## config.mk

```make
export PLATFORM = sky130hd
export DESIGN_NAME = mtimer_top
export DESIGN_NICKNAME = d
export VERILOG_FILES = /design/src/rtl/mtimer_pkg.sv /design/src/rtl/mtimer_prescale.sv /design/src/rtl/mtimer_chan.sv /design/src/rtl/mtimer_top.sv
export SDC_FILE = /design/constraint.sdc
export NUM_CORES = 1
export LEC_CHECK = 0
export ABC_AREA = 0
export ABC_CLOCK_PERIOD_IN_PS = 3100
export BUFFER_PORTS_ARGS = -buffer_cell sky130_fd_sc_hd__buf_2
export CORE_MARGIN = 4
export CORE_UTILIZATION = 45
export DETAILED_ROUTE_END_ITERATION = 16
export GPL_ROUTABILITY_DRIVEN = 0
export HOLD_SLACK_MARGIN = 0.02
export PLACE_DENSITY = 0.73
export REMOVE_ABC_BUFFERS = 1
export SETUP_SLACK_MARGIN = 0.2
export SLEW_MARGIN = 20
export SYNTH_ARGS = -nofsm -noshare
export SYNTH_HDL_FRONTEND = slang
export SYNTH_SLANG_ARGS = --single-unit
```

## constraint.sdc

```tcl
create_clock -name clk -period 3.1 [get_ports clk]
set_input_delay 0.62 -clock clk [delete_from_list [all_inputs] [get_ports clk]]
set_output_delay 0.62 -clock clk [all_outputs]
set_load 0.03 [all_outputs]
```

## src/rtl/mtimer_pkg.sv

```systemverilog
package mtimer_pkg;
    localparam int SRC_W = 2;
    localparam int PRE_W = 3;
    localparam int NSRC  = 1 << SRC_W;

    typedef struct packed {
        logic             oneshot;
        logic [PRE_W-1:0] pre;
        logic [SRC_W-1:0] src;
        logic             load;
        logic             en;
    } ctl_t;

    localparam int CTL_W = $bits(ctl_t);
endpackage

```

## src/rtl/mtimer_prescale.sv

```systemverilog
module mtimer_prescale
    import mtimer_pkg::*;
(
    input  logic             clk,
    input  logic             rst_n,
    input  logic             run,
    input  logic             src_in,
    input  logic [PRE_W-1:0] code,
    output logic             tick
);
    localparam int PCW = (1 << PRE_W) - 1;

    logic [PCW-1:0] pre_d, pre_q;
    logic [PCW-1:0] mask;

    always_comb begin
        for (int i = 0; i < PCW; i++) begin
            mask[i] = (i < int'(code));
        end
        tick  = run && src_in && ((pre_q & mask) == mask);
        pre_d = pre_q;
        if (!run) begin
            pre_d = '0;
        end else if (src_in) begin
            pre_d = pre_q + 1'b1;
        end
    end

    always_ff @(posedge clk or negedge rst_n) begin
        if (!rst_n) begin
            pre_q <= '0;
        end else begin
            pre_q <= pre_d;
        end
    end


    prescale_idle_chk: assert property (@(posedge clk) disable iff (!rst_n)
        !run |=> (pre_q == '0));
endmodule

```

## src/rtl/mtimer_chan.sv

```systemverilog
module mtimer_chan
    import mtimer_pkg::*;
#(
    parameter int CW         = 32,
    parameter int SYNC_TICKS = 2
) (
    input  logic            clk,
    input  logic            rst_n,
    input  logic [NSRC-1:0] src_tick,
    input  logic            wr_ctl,
    input  logic            wr_int,
    input  logic [CW-1:0]   wdata,
    output logic [CW-1:0]   ctl_rd,
    output logic [CW-1:0]   int_rd,
    output logic [CW-1:0]   cnt_rd,
    output logic            expire
);
    localparam int SCW = $clog2(SYNC_TICKS + 1);

    typedef struct packed {
        ctl_t           ctl;
        logic [CW-1:0]  intv;
        logic [CW-1:0]  cnt;
        logic           run;
        logic           stop_pend;
        logic [SCW-1:0] stop_cnt;
    } chan_st_t;

    chan_st_t s_d, s_q;
    ctl_t     ctl_new;
    logic     src_sel;
    logic     tick;

    assign src_sel = src_tick[s_q.ctl.src];

    mtimer_prescale u_pre (
        .clk   (clk),
        .rst_n (rst_n),
        .run   (s_q.run),
        .src_in(src_sel),
        .code  (s_q.ctl.pre),
        .tick  (tick)
    );

    always_comb begin
        s_d     = s_q;
        expire  = 1'b0;
        ctl_new = ctl_t'(wdata[CTL_W-1:0]);

        // countdown on divided ticks
        if (tick) begin
            if (s_q.ctl.load) begin
                s_d.cnt      = s_q.intv;
                s_d.ctl.load = 1'b0;
            end else if (s_q.cnt == '0) begin
                expire = 1'b1;
                if (s_q.ctl.oneshot) begin
                    s_d.ctl.en    = 1'b0;
                    s_d.run       = 1'b0;
                    s_d.stop_pend = 1'b0;
                end else begin
                    s_d.cnt = s_q.intv;
                end
            end else begin
                s_d.cnt = s_q.cnt - 1'b1;
            end
        end

        // run-on after software disable, in source ticks
        if (s_q.stop_pend && src_sel) begin
            if (s_q.stop_cnt == SCW'(SYNC_TICKS - 1)) begin
                s_d.run       = 1'b0;
                s_d.stop_pend = 1'b0;
            end else begin
                s_d.stop_cnt = s_q.stop_cnt + 1'b1;
            end
        end

        if (wr_ctl) begin
            s_d.ctl = ctl_new;
            if (ctl_new.en) begin
                s_d.run       = 1'b1;
                s_d.stop_pend = 1'b0;
            end else if (s_q.run && !s_q.stop_pend) begin
                s_d.stop_pend = 1'b1;
                s_d.stop_cnt  = '0;
            end
        end

        if (wr_int) begin
            s_d.intv = wdata;
        end
    end

    always_ff @(posedge clk or negedge rst_n) begin
        if (!rst_n) begin
            s_q <= '0;
        end else begin
            s_q <= s_d;
        end
    end

    assign ctl_rd = {{(CW-CTL_W){1'b0}}, s_q.ctl};
    assign int_rd = s_q.intv;
    assign cnt_rd = s_q.cnt;


    oneshot_halt_chk: assert property (@(posedge clk) disable iff (!rst_n)
        (expire && s_q.ctl.oneshot && !wr_ctl) |=> (!s_q.run && s_q.cnt == '0 && !s_q.ctl.en));

    periodic_reload_chk: assert property (@(posedge clk) disable iff (!rst_n)
        (expire && !s_q.ctl.oneshot && !wr_int) |=> (s_q.cnt == $past(s_q.intv)));

    runon_bound_chk: assert property (@(posedge clk) disable iff (!rst_n)
        s_q.stop_pend |-> (s_q.stop_cnt < SCW'(SYNC_TICKS)));

    idle_hold_chk: assert property (@(posedge clk) disable iff (!rst_n)
        !s_q.run |=> $stable(s_q.cnt));

    load_serve_chk: assert property (@(posedge clk) disable iff (!rst_n)
        (tick && s_q.ctl.load && !wr_ctl && !wr_int) |=> (!s_q.ctl.load && s_q.cnt == s_q.intv));
endmodule

```

## src/rtl/mtimer_top.sv

```systemverilog
module mtimer_top
    import mtimer_pkg::*;
#(
    parameter int NCH        = 3,
    parameter int CW         = 32,
    parameter int AW         = 8,
    parameter int SYNC_TICKS = 2
) (
    input  logic            clk,
    input  logic            rst_n,
    input  logic [NSRC-1:0] src_tick,
    input  logic [AW-1:0]   bus_addr,
    input  logic [CW-1:0]   bus_wdata,
    input  logic            bus_we,
    output logic [CW-1:0]   bus_rdata,
    output logic            irq
);
    localparam logic [AW-1:0] MASK_OFS = AW'(0);
    localparam logic [AW-1:0] STAT_OFS = AW'(4);
    localparam logic [3:0]    CTL_SUB  = 4'h0;
    localparam logic [3:0]    INT_SUB  = 4'h4;
    localparam logic [3:0]    CNT_SUB  = 4'h8;

    typedef struct packed {
        logic [NCH-1:0] msk;
        logic [NCH-1:0] sta;
    } top_st_t;

    top_st_t        s_d, s_q;
    logic [NCH-1:0] blk_hit, wr_ctl, wr_int, expire;
    logic [CW-1:0]  ctl_rd [NCH];
    logic [CW-1:0]  int_rd [NCH];
    logic [CW-1:0]  cnt_rd [NCH];
    logic           wr_stat;

    assign wr_stat = bus_we && (bus_addr == STAT_OFS);

    for (genvar n = 0; n < NCH; n++) begin : g_ch
        assign blk_hit[n] = (bus_addr[AW-1:4] == (AW-4)'(n + 1));
        assign wr_ctl[n]  = bus_we && blk_hit[n] && (bus_addr[3:0] == CTL_SUB);
        assign wr_int[n]  = bus_we && blk_hit[n] && (bus_addr[3:0] == INT_SUB);

        mtimer_chan #(
            .CW        (CW),
            .SYNC_TICKS(SYNC_TICKS)
        ) u_ch (
            .clk     (clk),
            .rst_n   (rst_n),
            .src_tick(src_tick),
            .wr_ctl  (wr_ctl[n]),
            .wr_int  (wr_int[n]),
            .wdata   (bus_wdata),
            .ctl_rd  (ctl_rd[n]),
            .int_rd  (int_rd[n]),
            .cnt_rd  (cnt_rd[n]),
            .expire  (expire[n])
        );


        status_set_chk: assert property (@(posedge clk) disable iff (!rst_n)
            expire[n] |=> s_q.sta[n]);

        status_sticky_chk: assert property (@(posedge clk) disable iff (!rst_n)
            (s_q.sta[n] && !(wr_stat && bus_wdata[n])) |=> s_q.sta[n]);
    end

    always_comb begin
        s_d = s_q;
        if (bus_we && bus_addr == MASK_OFS) begin
            s_d.msk = bus_wdata[NCH-1:0];
        end
        if (wr_stat) begin
            s_d.sta = s_q.sta & ~bus_wdata[NCH-1:0];
        end
        s_d.sta = s_d.sta | expire;
    end

    always_ff @(posedge clk or negedge rst_n) begin
        if (!rst_n) begin
            s_q <= '0;
        end else begin
            s_q <= s_d;
        end
    end

    always_comb begin
        bus_rdata = '0;
        if (bus_addr == MASK_OFS) begin
            bus_rdata = {{(CW-NCH){1'b0}}, s_q.msk};
        end else if (bus_addr == STAT_OFS) begin
            bus_rdata = {{(CW-NCH){1'b0}}, s_q.sta};
        end
        for (int n = 0; n < NCH; n++) begin
            if (blk_hit[n]) begin
                case (bus_addr[3:0])
                    CTL_SUB: bus_rdata = ctl_rd[n];
                    INT_SUB: bus_rdata = int_rd[n];
                    CNT_SUB: bus_rdata = cnt_rd[n];
                    default: bus_rdata = '0;
                endcase
            end
        end
    end

    assign irq = |(s_q.msk & s_q.sta);


    irq_masked_chk: assert property (@(posedge clk) disable iff (!rst_n)
        (s_q.msk == '0) |-> !irq);

    reset_quiet_chk: assert property (@(posedge clk) disable iff (!rst_n)
        $rose(rst_n) |-> (!irq && s_q == '0));
endmodule

```

Yosys cells after proc, flatten, opt, wreduce, memory -nomap -nowiden:

Cells that the tools add are included.

* $add $sub $neg: 9
* $lt $le $gt $ge: 24
* eq/ne operators: 21
* multiplexer cells: 90
* bitwise gates (word level): 7
* reductions and logical operators: 47

Operator list (number)
* 32-bit two-way mux: 12
* 32-bit one-hot mux with 3 select lines: 3
* 32-bit logical NOT: 3
* 32-bit by 1-bit subtractor with 32-bit output (second input constant): 3
* 2-bit two-way mux: 27
* 7-bit two-way mux: 6
* 3-bit less-than comparator (first input constant): 9
* 1-bit two-way mux: 27
* 4-bit two-way mux: 6
* 1-bit logical AND: 23
* 7-bit by 1-bit adder with 7-bit output (second input constant): 3
* 7-bit AND: 3
* 7-bit == test: 3
* 1-bit by 3-bit less-than comparator with 1-bit output (first input constant): 6
* 2-bit by 3-bit less-than comparator with 1-bit output (first input constant): 6
* 3-bit two-way mux: 6
* 2-bit nonzero test: 9
* 4-bit AND reduction: 3
* 2-bit by 3-bit less-than comparator with 1-bit output (second input constant): 3
* 3-bit != test (second input constant): 3
* 4-bit by 2-bit == test with 1-bit output (second input constant): 2
* 8-bit by 3-bit == test with 1-bit output (second input constant): 1
* 8-bit logical NOT: 1
* 2-bit by 1-bit adder with 2-bit output (second input constant): 3
* other kinds (14): 27

* flip-flop bits (word level): 255
* output and inout bits: 33

Logic depth before layout (Yosys ltp):

Gate-level depths: netlist of the first run.

* depth after elaboration: 10
* depth in mapped cells: 10
* mapped depth without buffers: 8

Hierarchy:

A second synthesis of the first run with hierarchy kept.

* cell total of the unflattened synthesis: 1972
* area, all modules: 18342.6 µm²

By module, submodules not included
* mtimer_chan (g_ch[1].u_ch ...): instances 2, cells an instance 479, area each 4732.0 µm², seq. area each 1901.8 µm²
* mtimer_chan (g_ch[0].u_ch): instances 1, cells an instance 503, area each 4888.4 µm², seq. area each 1901.8 µm²
* mtimer_top: instances 1, cells an instance 391, area each 2819.0 µm², seq. area each 150.1 µm²
* mtimer_prescale: instances 3, cells an instance 40, area each 390.4 µm², seq. area each 175.2 µm²

Worst setup path before layout of the first run:

No wires, ideal clock.

* path type: input -> output
* start: input port bus_addr[1]
* end: output port bus_rdata[4]
* arrival: 2708 ps
* required time: 2480 ps
* setup slack: -228 ps
* cell stages on the path: 7
* path buffers: 3
* path through: or2_2 clkbuf_1 nor3b_1 clkbuf_1 buf_1 a22oi_1 o221ai_1

* word-level cells in the longest chain between the ends: 5
* elaborated cells on any way between the ends: 9

RTL lines
* from (decl): line mtimer_top.sv:12 `input logic [AW-1:0] bus_addr,`
* 4-bit == test, or another cell as far along: line mtimer_top.sv:95 `case (bus_addr[3:0])`
* 32-bit one-hot mux with 3 select lines: line mtimer_top.sv:95
* 32-bit two-way mux (2 in a row): line mtimer_top.sv:94 `if (blk_hit[n]) begin`
* 32-bit two-way mux (*): line mtimer_top.sv:94
* to (decl): line mtimer_top.sv:15 `output logic [CW-1:0] bus_rdata,`

Mark *: on every way between the ends. The rest lies on a longest branch, timed or not.

Final worst setup path of the first run:

* start: input port bus_addr[1]
* end: output port bus_rdata[14]

The elaborated chain is that of the path after synthesis.

==> results of run 1 <==
-- through the flow --
step	util (%)	worst slack [ps]	total power (W)
6_report	53.2	169	0.00864
5_1_grt	53.2	136	0.00893
4_1_cts	52.8	221	0.00863
3_5_place_dp	49.3	66.4	0.00479
3_3_place_gp	49.3	85.8	0.00476
2_1_floorplan	-	-3670	0.00427
-- cells in the mapped netlist (14+ instances only) --
cell,number
nor4_1,34
a31oi_1,25
or3_1,15
nor2_1,78
a21oi_1,115
clkbuf_1,89
dfrtp_1,255
mux2_2,107
nand4_1,24
o22ai_1,57
o2bb2ai_1,23
nand2_1,132
buf_2,18
inv_1,37
a221oi_1,27
o31ai_1,14
a22oi_1,55
o21ai_0,100
nor3_1,67
a2bb2oi_1,18
and3_1,36
mux2i_1,34
nand3_1,57
-- per-layer routing --
layer / vias to the layer above / wire length, um / GRT usage, %
met5: - / 0 / 0
met4: 0 / 2880 / 12.2
met3: 194 / 5820 / 5.45
met2: 977 / 22600 / 41.1
met1: 7237 / 20500 / 38.5
li1: 6456 / - / -
-- placed cells by master, fill, tap and decap left out, types with 27 or more instances in the layout --
cell type	count
dfrtp_1	255
nand2_1	131
a21oi_1	115
mux2_2	107
o21ai_0	99
buf_4	90
nor2_1	74
nor3_1	65
buf_2	62
o22ai_1	56
a22oi_1	55
nand3_1	54
inv_1	37
and3_1	35
nor4_1	34
mux2i_1	34
clkbuf_16	29
a221oi_1	27
-- how the worst max path moves through the flow --
| stage | start | end | cells past startpoint |
|---|---|---|---|
| floorplan | src_tick[1] | g_ch[0].u_ch.cnt_rd[0] | 5 |
| global placement | bus_addr[1] | bus_rdata[9] | 9 |
| detailed placement | bus_addr[1] | bus_rdata[9] | 9 |
| CTS | bus_addr[1] | bus_rdata[9] | 9 |
| global route | bus_addr[1] | bus_rdata[25] | 9 |
| finish | bus_addr[1] | bus_rdata[14] | 10 |
-- kinds of logic after synthesis --
| family | synth area share (%) |
|---|---|
| AOI/OAI and AO/OA | 22.6 |
| xor gates and xnor gates | 0.979 |
| adders and majority gates | 0.741 |
| buffers and inverters | 4.60 |
| DFF | 42.0 |
| muxes | 10.7 |
| and+or+nand+nor | 18.4 |
-- critical path: stages --
cell and delay (ps):
buf_2 100, or2_4 260, nor3b_2 190, buf_6 180
buf_4 130, buf_12 120, a221oi_1 80, o22ai_1 250
and3_1 240, buf_6 140
-- flip-flops by register name (all words and copies together), names as in the netlist --
register	cells
g_ch.u_ch.cnt_rd	96
g_ch.u_ch.ctl_rd	24
g_ch.u_ch.int_rd	96
g_ch.u_ch.s_q	12
g_ch.u_ch.u_pre.pre_q	21
s_q	6
-- what timing repair did --
action	in CTS	in global routing
resized for setup	15	38
endpoints found under the setup margin	45	68
hold buffers	1	0
cloned	2	0
hold endpoints to repair	1	0
pin swaps	5	6
buffers inserted	1	4
-- power groups by stage --
stage	logic, W	registers, W	clock network, W
6_report	0.00115	0.00364	0.00384
3_3_place_gp	0.00107	0.00369	0
2_1_floorplan	0.000647	0.00363	0
3_5_place_dp	0.00110	0.00369	0
4_1_cts	0.00112	0.00363	0.00388
5_1_grt	0.00125	0.00365	0.00403
-- cell type report --
type | instances | area [sq um] | area share, %
clock inverters | 15 | 256 | 1.44
well taps | 448 | 561 | 3.15
inverters | 38 | 143 | 0.801
clock buffers | 37 | 806 | 4.52
multi-input cells | 1224 | 8240 | 46.3
repair buffers | 179 | 1420 | 7.99
flip-flops and latches | 255 | 6380 | 35.8
==> results.md, run 1 <==
* Die Wd at 192 um
* Cell Count, Final, Fillers Out at 2196
* Vias in the first global route at 13900
* Cell taking the most area after synthesis: dfrtp_1
* Layout cells sized above 1 at 22.2%
* Final Cycle Share at 94.5%
* FF-to-FF Start: g_ch[0].u_ch.cnt_rd[18]
* H-tree depth at 1
* Synthesized cell area at 15200 sq um
* Outcome: complete, no violations
* Worst Path Required at 2480 ps
* Routed wire per std cell at 23.6 um
* Root Buffer: clkbuf_16
* Maximum clock rate at 341 MHz
* Max-Slew Margin vs Limit at 35.9%
* Async SR Flop Fraction at 100%
* Antenna Nets Post-Route at 0
* Worst-Skew Late Latency at 570 ps
* Sequential area share after synthesis at 42.0%
* Worst setup SP type: primary input
* Via Count at 14900
* Die area at 36800 sq um
* Placed Cells at 2136
* Reg2reg end: g_ch[0].u_ch.cnt_rd[1]
* Final min period at 2930 ps
* Main synth FF type: dfrtp_1
* Post-synth EDFFs at 0
* Max VDD drop at 0.451 mV
* Post-route cell area at 17800 sq um
* Final Net Count at 1782
* Cells after synthesis at 1642
* Net Sw Frac at 27.2%
* Hold depth at 2
* Setup Skew at 9.74 ps
* R2R cell count at 7
* Power Dens Cells at 485 nW/um^2
* TritonCTS Buffers at 28
* Critical path arrival at 2310 ps
* CTS tree: done
* Net switching power at 0.00235 W
* Core Footprint at 33400 sq um
* Gate power share at 13.4%
* Top post-synthesis cells by area: dfrtp_1 (42%), mux2_2 (7.9%), a21oi_1 (3.8%)
* Clk slew on worst S/H paths at 60 ps
* Clk buf depth at 3
* Post-DP HPWL at 36.5 mm
* Synth top area share at 42.0%
* First-pass GRT wire length at 80.1 mm
* Leak pwr at 7.83 nW
* Setup CP Type: in -> out
* Initial Util at 45.5%
* Worst-Margin Slew at 961 ps
* Max_cap viols at 0
* Pin count of the biggest net entering global routing at 69
* I/O pin total at 80
* Tot GR Track Use at 27.4%
* Slew Viols, Final at 0
* Unique masters post-synth at 84
* Syn avg cell area at 9.26 sq um
* Final-report setup violation count at 0
* Layout area overhead at 17.1%
* Fin Hold WS at 341 ps
* CTS sink count at 255
* Worst Hold Launch: bus_wdata[22]
* Yosys reg bits at 255
* RSZ-0062 raised after global routing: yes
* Die extent in y at 192 um
* Pint at 0.00629 W
* # port buffers at 79
* Clock share of power at 44.5%
* Placed cell area at 16500 sq um
* Drt pass-1 iters at 6
* Syn. warnings at 0
* Diodes inserted at 0
* DR iter-0 viols at 2244
* DRC Markers at 0
* Vias per inst at 6.77
* Row Count at 67
* Final Hold Vio Count at 0
* Setup TNS Final at 0 ps
* Crit Path Max Fanout at 8
* Register-to-Register Setup Slack at 300 ps
* Critical Path End Type: output pin
* Sequential Power Share at 42.1%
* Final-layout fill cell count at 2979
* Hold EP: g_ch[2].u_ch.int_rd[22]
* Total congestion overflow at 0
* Antenna violations before repair at 0
* WL final at 51.7 mm
* Hold Path Class: in -> reg
Power figures use the tool's default switching activity.
==> inputs of run 2 (changes only) <==
- PLACE_DENSITY: 0.73 -> 0.63
- SKIP_CTS_REPAIR_TIMING: unset -> 1
==> results.md, run 2 (same netlist as run 1, synthesis figures left out) <==
* H-tree depth at 1 (unchanged)
* Register-to-Register Setup Slack at 210 ps (was 300 ps)
* Commonest non-fill, non-tap cell in the layout: dfrtp_1 (unchanged)
* Crit Path Max Fanout at 6 (was 8)
* Worst-Margin Slew at 780 ps (was 961 ps)
* CTS tree: done (unchanged)
* TritonCTS Buffers at 29 (was 28)
* Routed wire per std cell at 24.1 um (was 23.6 um)
* FF-to-FF Start: g_ch[0].u_ch.cnt_rd[18] (unchanged)
* CTS sink count at 255 (unchanged)
* # port buffers at 79 (unchanged)
* Critical Path End Type: output pin (unchanged)
* Critical path arrival at 2360 ps (was 2310 ps)
* Vias per inst at 6.60 (was 6.77)
* Final-report setup violation count at 0 (unchanged)
* Layout area overhead at 18.2% (was 17.1%)
* Layout cells sized above 1 at 23.1% (was 22.2%)
* Worst Path Required at 2480 ps (about the same)
* Via Count at 14600 (was 14900)
* Slew Viols, Final at 0 (unchanged)
* Final Net Count at 1792 (was 1782)
* Core Footprint at 33400 sq um (unchanged)
* Worst setup SP type: primary input (unchanged)
* Drt pass-1 iters at 6 (unchanged)
* DR iter-0 viols at 1591 (was 2244)
* Worst setup endpoint: bus_rdata[2] (was bus_rdata[14])
* Most frequent cells in the layout: dfrtp_1 (253), nand2_1 (131), a21oi_1 (115), mux2_2 (107), buf_4 (101) (was dfrtp_1 (255), nand2_1 (131), a21oi_1 (115), mux2_2 (107), o21ai_0 (99))
* Antenna violations before repair at 0 (unchanged)
* DRC Markers at 0 (unchanged)
* Final Hold Vio Count at 0 (unchanged)
* Antenna Nets Post-Route at 0 (unchanged)
* Outcome: complete, no violations (unchanged)
* Setup CP Type: in -> out (unchanged)
* Die extent in y at 192 um (unchanged)
* Row Count at 67 (unchanged)
* Max VDD drop at 0.450 mV (was 0.451 mV)
* WL final at 53.1 mm (was 51.7 mm)
* Maximum clock rate at 335 MHz (was 341 MHz)
* Placed cell area at 16600 sq um (was 16500 sq um)
* Clk buf depth at 3 (unchanged)
* Diodes inserted at 0 (unchanged)
* Post-route cell area at 18000 sq um (was 17800 sq um)
* Tot GR Track Use at 27.9% (was 27.4%)
* Root Buffer: clkbuf_16 (unchanged)
* Vias in the first global route at 13800 (was 13900)
* Max_cap viols at 0 (unchanged)
* Max-Slew Margin vs Limit at 47.9% (was 35.9%)
* Final-layout fill cell count at 3069 (was 2979)
* First-pass GRT wire length at 80.8 mm (was 80.1 mm)
* Die Wd at 192 um (unchanged)
* Pin count of the biggest net entering global routing at 77 (was 69)
* Initial Util at 45.5% (unchanged)
* Reg2reg end: g_ch[0].u_ch.cnt_rd[19] (was g_ch[0].u_ch.cnt_rd[1])
* Clk slew on worst S/H paths at 50 ps (was 60 ps)
* R2R cell count at 7 (unchanged)
* Post-DP HPWL at 37.5 mm (was 36.5 mm)
* Worst Setup SP: bus_addr[1] (unchanged)
* Setup TNS Final at 0 ps (unchanged)
* Final min period at 2980 ps (was 2930 ps)
* Setup Skew at 23.5 ps (was 9.74 ps)
* Total congestion overflow at 0 (unchanged)
* Leak pwr at 7.89 nW (was 7.83 nW)
* Die area at 36800 sq um (unchanged)
* Worst-Skew Late Latency at 580 ps (was 570 ps)
* Final Cycle Share at 96.2% (was 94.5%)
* I/O pin total at 80 (unchanged)
* RSZ-0062 raised after global routing: yes (unchanged)
* Power Dens Cells at 482 nW/um^2 (was 485 nW/um^2)
* Hold Path Class: in -> async (was in -> reg)
==> run 2: where the power goes <==
| part | internal [W] | switching, W | total (W) |
|---|---|---|---|
| clock network | 0.00236 | 0.00149 | 0.00384 |
| registers | 0.00346 | 0.000183 | 0.00364 |
| logic | 0.000443 | 0.000743 | 0.00119 |
| total | 0.00625 | 0.00241 | 0.00867 |
==> run 2: critical path: stages <==
cell,delay [ps]
buf_2,110
or2_4,270
nor3b_4,260
buf_4,170
clkbuf_16,160
buf_4,120
and3_4,220
a22oi_1,70
nand3_1,140
buf_2,210
==> run 2: area by class of cell <==
cell class | instances | area (sq um) | share of cell area [%]
repair buffers | 188 | 1520 | 8.47
clock buffers | 38 | 820 | 4.56
well taps | 448 | 561 | 3.12
flip-flops and latches | 255 | 6380 | 35.5
inverters | 38 | 143 | 0.794
clock inverters | 15 | 238 | 1.32
multi-input cells | 1224 | 8310 | 46.2
==> run 2: metrics by stage <==
step                instances  hold slack (ps)  power (W)  worst slack (ps)  util, %
finish                   2206             38.1    0.00867               119     53.7
global route             2206              107    0.00896              49.4     53.7
floorplan                1517              324    0.00427             -3670        -
CTS                      2192             68.7    0.00867              54.3     52.7
detailed placement       2139              503    0.00483              62.3     49.5
global placement         2139              494    0.00480              71.4     49.5
==> run 2: worst min-delay path by stage <==
stage                               to  slack [ps]  depth (start not counted)
2_1_floorplan   g_ch[0].u_ch.cnt_rd[0]         320                          0
3_3_place_gp       g_ch[2].u_ch.s_q[3]         490                          1
3_5_place_dp                    s_q[3]         500                          2
4_1_cts        g_ch[2].u_ch.cnt_rd[12]          70                          1
5_1_grt        g_ch[2].u_ch.int_rd[12]         110                          1
6_report       g_ch[2].u_ch.int_rd[18]          40                          1
==> run 2: metal layers <==
layer  vias up  part of all wire, %  wire [um]  track usage (%)
li1       6484                    -          -                -
met1      7113                   42      22300             38.8
met2       806                   44      23500             43.0
met3       148                  8.8       4700             5.23
met4         0                  5.1       2730             11.9
met5         -                    0          0                0
